File: src/rtl/hwc_pkg.sv
package hwc_pkg;
  typedef enum logic [1:0] {
    ST_IDLE  = 2'd0,
    ST_MERGE = 2'd1,
    ST_SPLIT = 2'd2
  } hwc_state_e;
endpackage

File: src/rtl/hwc_lane_pick.sv
module hwc_lane_pick #(
  parameter int N     = 16,
  parameter int IDX_W = $clog2(N)
) (
  input  logic [N-1:0]     vec_i,
  output logic [IDX_W-1:0] idx_o,
  output logic             any_o
);
  // lowest set bit wins
  always_comb begin
    idx_o = '0;
    any_o = 1'b0;
    for (int i = N - 1; i >= 0; i--) begin
      if (vec_i[i]) begin
        idx_o = IDX_W'(i);
        any_o = 1'b1;
      end
    end
  end
endmodule

File: src/rtl/hwc_classify.sv
module hwc_classify #(
  parameter int LANES      = 16,
  parameter int ADDR_W     = 32,
  parameter int WORD_BYTES = 4
) (
  input  logic [LANES*ADDR_W-1:0] addr_i,
  input  logic [LANES-1:0]        act_i,
  output logic                    merge_o,
  output logic [ADDR_W-1:0]       base_o
);
  localparam int SEG_BYTES = LANES * WORD_BYTES;
  localparam int IDX_W     = $clog2(LANES);
  localparam logic [ADDR_W-1:0] OFF_MASK = ADDR_W'(SEG_BYTES - 1);

  logic [IDX_W-1:0] first_idx;
  logic             first_any;
  logic [LANES-1:0] hit;

  hwc_lane_pick #(.N(LANES)) u_first (
    .vec_i (act_i),
    .idx_o (first_idx),
    .any_o (first_any)
  );

  assign base_o = addr_i[first_idx*ADDR_W +: ADDR_W] & ~OFF_MASK;

  for (genvar k = 0; k < LANES; k++) begin : g_slot
    assign hit[k] = !act_i[k] ||
                    (addr_i[k*ADDR_W +: ADDR_W] == base_o + ADDR_W'(k * WORD_BYTES));
  end

  assign merge_o = first_any && (&hit);
endmodule

File: src/rtl/halfwarp_coalescer.sv
module halfwarp_coalescer
  import hwc_pkg::*;
#(
  parameter int LANES      = 16,
  parameter int ADDR_W     = 32,
  parameter int WORD_BYTES = 4
) (
  input  logic                    clk_i,
  input  logic                    rst_ni,
  input  logic                    req_valid_i,
  output logic                    req_ready_o,
  input  logic [LANES*ADDR_W-1:0] req_addr_i,
  input  logic [LANES-1:0]        req_active_i,
  output logic                    txn_valid_o,
  input  logic                    txn_ready_i,
  output logic                    txn_merged_o,
  output logic [ADDR_W-1:0]       txn_addr_o,
  output logic [LANES-1:0]        txn_mask_o
);
  localparam int IDX_W = $clog2(LANES);

  hwc_state_e              state_q;
  logic [LANES*ADDR_W-1:0] addr_q;
  logic [LANES-1:0]        act_q, pend_q, cur_bit, pend_nxt;
  logic [ADDR_W-1:0]       base_q, cls_base;
  logic                    cls_merge, cur_any;
  logic [IDX_W-1:0]        cur_idx;

  hwc_classify #(
    .LANES(LANES), .ADDR_W(ADDR_W), .WORD_BYTES(WORD_BYTES)
  ) u_cls (
    .addr_i  (req_addr_i),
    .act_i   (req_active_i),
    .merge_o (cls_merge),
    .base_o  (cls_base)
  );

  hwc_lane_pick #(.N(LANES)) u_next (
    .vec_i (pend_q),
    .idx_o (cur_idx),
    .any_o (cur_any)
  );

  assign cur_bit  = LANES'(1) << cur_idx;
  assign pend_nxt = pend_q & ~cur_bit;

  assign req_ready_o  = (state_q == ST_IDLE);
  assign txn_valid_o  = (state_q == ST_MERGE) || ((state_q == ST_SPLIT) && cur_any);
  assign txn_merged_o = (state_q == ST_MERGE);
  assign txn_addr_o   = (state_q == ST_MERGE) ? base_q : addr_q[cur_idx*ADDR_W +: ADDR_W];
  assign txn_mask_o   = (state_q == ST_MERGE) ? act_q : cur_bit;

  always_ff @(posedge clk_i or negedge rst_ni) begin
    if (!rst_ni) begin
      state_q <= ST_IDLE;
      addr_q  <= '0;
      act_q   <= '0;
      pend_q  <= '0;
      base_q  <= '0;
    end else begin
      case (state_q)
        ST_IDLE: if (req_valid_i) begin
          addr_q <= req_addr_i;
          act_q  <= req_active_i;
          pend_q <= req_active_i;
          base_q <= cls_base;
          if (req_active_i == '0) state_q <= ST_IDLE;
          else if (cls_merge)     state_q <= ST_MERGE;
          else                    state_q <= ST_SPLIT;
        end
        ST_MERGE: if (txn_ready_i) state_q <= ST_IDLE;
        ST_SPLIT: if (txn_ready_i) begin
          pend_q <= pend_nxt;
          if (pend_nxt == '0) state_q <= ST_IDLE;
        end
        default: state_q <= ST_IDLE;
      endcase
    end
  end
endmodule

File: config.mk
export PLATFORM = sky130hd
export DESIGN_NAME = halfwarp_coalescer
export DESIGN_NICKNAME = d
export VERILOG_FILES = /design/src/rtl/hwc_pkg.sv /design/src/rtl/hwc_lane_pick.sv /design/src/rtl/hwc_classify.sv /design/src/rtl/halfwarp_coalescer.sv
export SDC_FILE = /design/constraint.sdc
export NUM_CORES = 2
export LEC_CHECK = 0
export ABC_AREA = 0
export ABC_CLOCK_PERIOD_IN_PS = 6580
export CORE_ASPECT_RATIO = 0.8
export CORE_MARGIN = 10
export CORE_UTILIZATION = 40
export CTS_CLUSTER_DIAMETER = 80
export DETAILED_ROUTE_END_ITERATION = 16
export PLACE_DENSITY_LB_ADDON = 0.25
export SLEW_MARGIN = 20
export SYNTH_ARGS = -nofsm -noshare
export SYNTH_HDL_FRONTEND = slang
export SYNTH_SLANG_ARGS = --single-unit
export TNS_END_PERCENT = 30
File: constraint.sdc
create_clock -name clk_i -period 6.58 [get_ports clk_i]
set_clock_uncertainty 0.2 [all_clocks]
set_input_delay 1.316 -clock clk_i [delete_from_list [all_inputs] [get_ports clk_i]]
set_output_delay 1.316 -clock clk_i [all_outputs]
set_load 0.01 [all_outputs]
**After elaboration in Yosys (flattened, before gate mapping)**

Cells that the tools add are included.

- Register bits: 572
- Input port bits: 532
- Logic and storage cells: 166

- Add/sub/neg operators: 15
- Equal/unequal tests: 22
- Shifts and indexed selects: 3
- Mux-type cells: 76
- Bitwise gates (word level): 2
- Reductions and logical operators: 43

Operators with widths:

| operator | count |
|---|---|
| $shiftx A512 B10 Y32 | 2 |
| $eq A32 B32 Y1 | 16 |
| $add A32 B6 Y32 const B | 8 |
| $add A32 B5 Y32 const B | 4 |
| $mux W4 | 32 |
| $add A32 B4 Y32 const B | 2 |
| $mux W16 | 3 |
| $add A32 B3 Y32 const B | 1 |
| $logic_not A16 Y1 | 2 |
| $mux W1 | 32 |
| $mux W32 | 1 |
| $pmux W16 S2 | 1 |
| $logic_or A1 B1 Y1 | 17 |
| $and A16 B16 Y16 | 1 |
| $logic_not A1 Y1 | 16 |
| $not A16 Y16 | 1 |
| $reduce_and A16 Y1 | 1 |
| $shl A1 B4 Y16 const A | 1 |
| $mux W2 | 6 |
| $ne A2 B2 Y1 const B | 3 |
| $pmux W2 S3 | 1 |
| $reduce_and A4 Y1 | 1 |
| $reduce_and A3 Y1 | 1 |
| $eq A2 B1 Y1 const B | 1 |
| other kinds (6) | 7 |

**Logic depth before layout (Yosys ltp)**

- Depth after elaboration: 26
- Mapped depth: 20

**Hierarchy**

From an unflattened synthesis, not the netlist that was laid out.

- Cells, all modules: 2,888
- Area total of the unflattened synthesis: 37,123.1 µm²

By module, submodules not included:

| module | instances | cells each | area each (µm²) |
|---|---|---|---|
| halfwarp_coalescer | 1 | 1,681 | 26,409.1 |
| hwc_classify | 1 | 1,141 | 10,356.2 |
| hwc_lane_pick | 2 | 33 | 178.9 |

**Worst setup path before layout**

No wires, ideal clock.

- Path type: input port to flip-flop
- Start: input req_active_i[2]
- End: register state_q[1]
- Setup time: 0.118 ns
- Arrival time: 5.780 ns
- Slack: 0.482 ns
- Stages on the path: 18
- Path through: buf_2 nor3_1 nand2_1 a32oi_2 buf_4 buf_4 buf_2 a21oi_1 a32o_1 nor3_1 buf_2 xor2_1 nor4_1 nand4_1 o41ai_1 o2111ai_1 or4_1 a21o_1

- Word-level cells in the longest chain between the ends: 13
- Elaborated cells between the ends (all ways): 62
- Those cells by class: 15 x add/sub; 16 x eq/ne; 1 x shift; 10 x mux; 20 x reduce/logical

RTL lines:

| element | RTL line | RTL |
|---|---|---|
| start, declared | halfwarp_coalescer.sv:13 | `input logic [LANES-1:0] req_active_i,` |
| $mux W4 (3 in series) | hwc_lane_pick.sv:14 | `if (vec_i[i]) begin` |
| $shiftx A512 B10 Y32 | hwc_classify.sv:25 | `assign base_o = addr_i[first_idx*ADDR_W +: ADDR_W] & ~OFF_MASK;` |
| $add A32 B3 Y32, or another cell as far along | hwc_classify.sv:29 | `(addr_i[k*ADDR_W +: ADDR_W] == base_o + ADDR_W'(k * WORD_BYTES));` |
| $eq A32 B32 Y1 | hwc_classify.sv:29 |  |
| $logic_or A1 B1 Y1 | hwc_classify.sv:28 | `assign hit[k] = !act_i[k] \|\|` |
| $reduce_and A16 Y1 | hwc_classify.sv:32 | `assign merge_o = first_any && (&hit);` |
| $logic_and A1 B1 Y1 | hwc_classify.sv:32 |  |
| $mux W2 | halfwarp_coalescer.sv:68 | `else if (cls_merge) state_q <= ST_MERGE;` |
| $mux W2 (*) | halfwarp_coalescer.sv:67 | `if (req_active_i == '0) state_q <= ST_IDLE;` |
| $mux W2 (*) | halfwarp_coalescer.sv:62 | `ST_IDLE: if (req_valid_i) begin` |
| $pmux W2 S3 (*) | halfwarp_coalescer.sv:61 | `case (state_q)` |
| end signal, assigned | halfwarp_coalescer.sv:67 |  |
| end signal, assigned | halfwarp_coalescer.sv:68 |  |
| end signal, assigned | halfwarp_coalescer.sv:69 | `else state_q <= ST_SPLIT;` |
| end, declared | halfwarp_coalescer.sv:22 | `hwc_state_e state_q;` |

Mark *: on every way between the ends. The rest lies on a longest branch, timed or not. The select of a mux whose other input is x is not followed.
A chain may end at the register's enable or synchronous reset.

**Worst setup path after layout**

- Start: input req_active_i[3]
- End: register state_q[1]

- Word-level cells in the longest chain between the ends: 14
- Elaborated cells between the ends (all ways): 64
- Those cells by class: 15 x add/sub; 16 x eq/ne; 1 x shift; 12 x mux; 20 x reduce/logical

RTL lines:

| element | RTL line |
|---|---|
| $mux W4 (4 in series) | hwc_lane_pick.sv:14 |
| $shiftx A512 B10 Y32 | hwc_classify.sv:25 |
| $add A32 B3 Y32, or another cell as far along | hwc_classify.sv:29 |
| $eq A32 B32 Y1 | hwc_classify.sv:29 |
| $logic_or A1 B1 Y1 | hwc_classify.sv:28 |
| $reduce_and A16 Y1 | hwc_classify.sv:32 |
| $logic_and A1 B1 Y1 | hwc_classify.sv:32 |
| $mux W2 | halfwarp_coalescer.sv:68 |
| $mux W2 (*) | halfwarp_coalescer.sv:67 |
| $mux W2 (*) | halfwarp_coalescer.sv:62 |
| $pmux W2 S3 (*) | halfwarp_coalescer.sv:61 |

Marks and branches as above.

==> impl_metrics.env <==
export IMPL_status="finished, violations left"
export IMPL_violations="setup timing"
export IMPL_drive_above_1_share_pct=17.7
export IMPL_peakVddDrop_mv=0.534
export IMPL_clock_path_buffers=3
export IMPL_critical_path_class="input pin to flip-flop"
export IMPL_avgSynthCellArea_um2=7.43
export IMPL_power_density_nw_per_um2=510
export IMPL_dp_hpwl_um=209000
export IMPL_maxSlewViolCount=0
export IMPL_placed_area_um2=51400
export IMPL_cp_start_kind="input pin"
export IMPL_timing_critical_path_mode_cell="buf_4"
export IMPL_hold_slack_ns=0.272
export IMPL_fin_util_pct=57.9
export IMPL_num_vias=47100
export IMPL_maxSlewHeadroom_pct=22.0
export IMPL_root_buffer="clkbuf_16"
export IMPL_first_pass_iters=6
export IMPL_core_area_um2=93300
export IMPL_antenna_found_initial=18
export IMPL_drt_wl_total_um=259000
export IMPL_ys_types=89
export IMPL_synth_area_leader_cell="dfrtp_1"
export IMPL_antenna_left=0
export IMPL_syn_inst=5083
export IMPL_cp_cell_sequence="clkdlybuf4s50_1 > or4_4 > or4_1 > buf_4 > buf_4 > o22ai_1 > or3_1 > a32o_1 > nor3_2 > buf_12 > buf_4 > xnor2_1 > nand4_1 > nor4_1 > a41oi_1 > a2111o_1 > or4_1 > a21o_1"
export IMPL_rsz0062_at_grt="true"
export IMPL_avgRoutedWirePerCell_um=34.4
export IMPL_htree_levels=3
export IMPL_io_buffers=582
export IMPL_initial_core_util_pct=40.5
export IMPL_ys_flop_type="dfrtp_1"
export IMPL_hold_class="flip-flop to flip-flop"
export IMPL_min_path_cells=2
export IMPL_final_cell_area_um2=54000
export IMPL_yosysWarningCount=0
export IMPL_drc_errors=0
export IMPL_die_h_um=295
export IMPL_dieArea_um2=107000
export IMPL_ff2ff_path_depth=16
export IMPL_place_congestion=1.12
export IMPL_cp_arrival_ns=6.98
export IMPL_hp_start="addr_q[197]$_DFFE_PN0P_"
export IMPL_cpMaxStageDelayCell="or4_4"
export IMPL_rrSetupSlack_ns=2.33
export IMPL_hold_buffers=0
export IMPL_ys_seq_area_share_pct=37.9
export IMPL_worstSkewPairLatency_ns=0.64
export IMPL_drv_cap=0
export IMPL_setup_viol=2
export IMPL_reg2reg_from="pend_q[15]$_DFFE_PN0P_"
export IMPL_cp_startpoint="req_active_i[3]"
export IMPL_syn_area_um2=37800
export IMPL_fmax_ghz=0.150
export IMPL_drt_iter0_markers=7814
export IMPL_dp_worst_setup_slack_ns=-1.50
export IMPL_die_w_um=364
export IMPL_synth_edff_count=0
export IMPL_cp_required_ns=6.90
export IMPL_endpoint_kind="flip-flop"
export IMPL_globalRouteOverflowTotal=0
export IMPL_cts_tree="done"
export IMPL_grt_pass1_vias=44000
export IMPL_clkSlewWorstSetupHoldPaths_ns=0.06
export IMPL_max_stage_delay_ns=0.61
export IMPL_worst_slew_pin_slew_ns=1.17
export IMPL_synth_fp_nets=5615
export IMPL_hold_viol=0
export IMPL_globalRouteTotalUtil_pct=46.6
export IMPL_leakage_nw=25.0
export IMPL_min_period_over_period_pct=101
export IMPL_final_common_cell="nand2_1"
export IMPL_final_cell_mix="nand2_1, buf_4, clkdlybuf4s50_1"
export IMPL_synth_area_leaders="dfrtp_1, nand2_1, xnor2_1"
export IMPL_cp_max_fo=8
export IMPL_grt_max_degree=162
export IMPL_grt_pass1_wl_um=352000
export IMPL_synthToLayoutAreaGrowth_pct=42.9
export IMPL_synth_seq_cells=572
export IMPL_viasPerCell=6.26
export IMPL_design_portCount=583
export IMPL_rows=100
export IMPL_synthArstFlopShare_pct=100
export IMPL_yosysTopAreaCellShare_pct=37.9
export IMPL_finalCriticalPeriod_ns=6.66
export IMPL_fin_nets=6771
export IMPL_worst_slack_ns=-0.0803
export IMPL_cts_sinks=572
export IMPL_cts_buffers=66
==> state kept, by name, summed over array words and instances (netlist names) <==
name     cells
state_q      2
base_q      26
act_q       16
pend_q      16
addr_q     512
==> worst paths after layout <==
| kind | end |
|---|---|
| worst max-delay path | state_q[1]$_DFFE_PN0P_ |
| worst min-delay path | addr_q[197]$_DFFE_PN0P_ |
| worst max register to register | state_q[1]$_DFFE_PN0P_ |
| worst min register to register | addr_q[197]$_DFFE_PN0P_ |
| max in group asynchronous | addr_q[364]$_DFFE_PN0P_ |
| min in group asynchronous | addr_q[79]$_DFFE_PN0P_ |
==> synthesized netlist by cell type (9+ instances only) <==
cell type and n:
nand2_1 2285, dfrtp_1 572, clkbuf_1 290, xnor2_1 218
nand3_1 211, xor2_1 169, a311oi_1 125, nor2_1 120
o21ai_0 108, mux2i_1 82, a21oi_1 78, and3_1 62
nand4_1 57, o22ai_1 52, nor4_1 50, buf_2 48
inv_1 43, o31ai_1 37, nor3_1 35, a22oi_1 26
a2111oi_0 25, o2111ai_1 23, a211oi_1 20, a221oi_1 20
o221ai_1 16, a32oi_1 15, mux4_2 15, o31a_1 15
or4_1 15, mux2_2 14, buf_4 13, o211ai_1 13
or3_1 11, buf_1 10, a21boi_0 9, a31oi_1 9
o21bai_1 9, o41ai_1 9
==> cell families (layout without fill, tap and decap cells) <==
| group | count (synthesis) | count (layout) | synth area share [%] |
|---|---|---|---|
| buffers and inverters | 410 | 1613 | 4.43 |
| XOR/XNOR | 387 | 387 | 8.97 |
| multiplexers | 111 | 111 | 3.48 |
| flip-flops | 572 | 572 | 37.9 |
| AND/OR/NAND/NOR | 2910 | 2910 | 31.7 |
| AO/OA/AOI/OAI | 693 | 693 | 13.5 |
| other | 0 | 11 | 0 |
==> repair_timing <==
item	4_1_cts	5_1_grt
gates resized for setup	22	42
setup buffers	1	0
pin swaps	4	5
endpoints found under the setup margin	7	34
==> worst max-delay path, delay by kind of cell <==
| kind | cells | cell delay [ns] |
|---|---|---|
| and+or+nand+nor | 7 | 2.83 |
| AOI/OAI and AO/OA | 5 | 1.41 |
| xor gates and xnor gates | 1 | 0.14 |
| buffers and inverters | 5 | 1.23 |
==> area by class of cell <==
class | count | area, um^2
Fill cell | 8521 | 39300
Multi-Input combinational cell | 4101 | 22400
Sequential cell | 572 | 14300
Tap cell | 1224 | 1530
Clock inverter | 23 | 314
Clock buffer | 92 | 1840
Timing Repair Buffer | 1454 | 13400
Antenna cell | 11 | 27.5
Inverter | 44 | 165
==> per-layer routing <==
layer / global-route usage (%) / vias to the layer above / share of wire [%]
met3: 19.3 / 746 / 16
met2: 64.2 / 3874 / 40
li1: - / 19500 / -
met5: 0 / - / 0.039
met1: 61.7 / 22900 / 39
met4: 23.3 / 16 / 6.3
==> per-stage QoR <==
step	cells	total power [W]	TNS (ns)
after global routing	7510	0.0284	-0.0849
after detailed placement	7394	0.0226	-2.92
after CTS	7510	0.0265	0
final	7521	0.0276	-0.0920
after global placement	7394	0.0224	-2.68
after floorplan	5083	0.0130	0
==> power by group <==
part           internal, W  switching, W
combinational      0.00623        0.0114
clock              0.00210       0.00166
sequential         0.00521      0.000927
total               0.0135        0.0140
(Power assumes the default switching activity.)
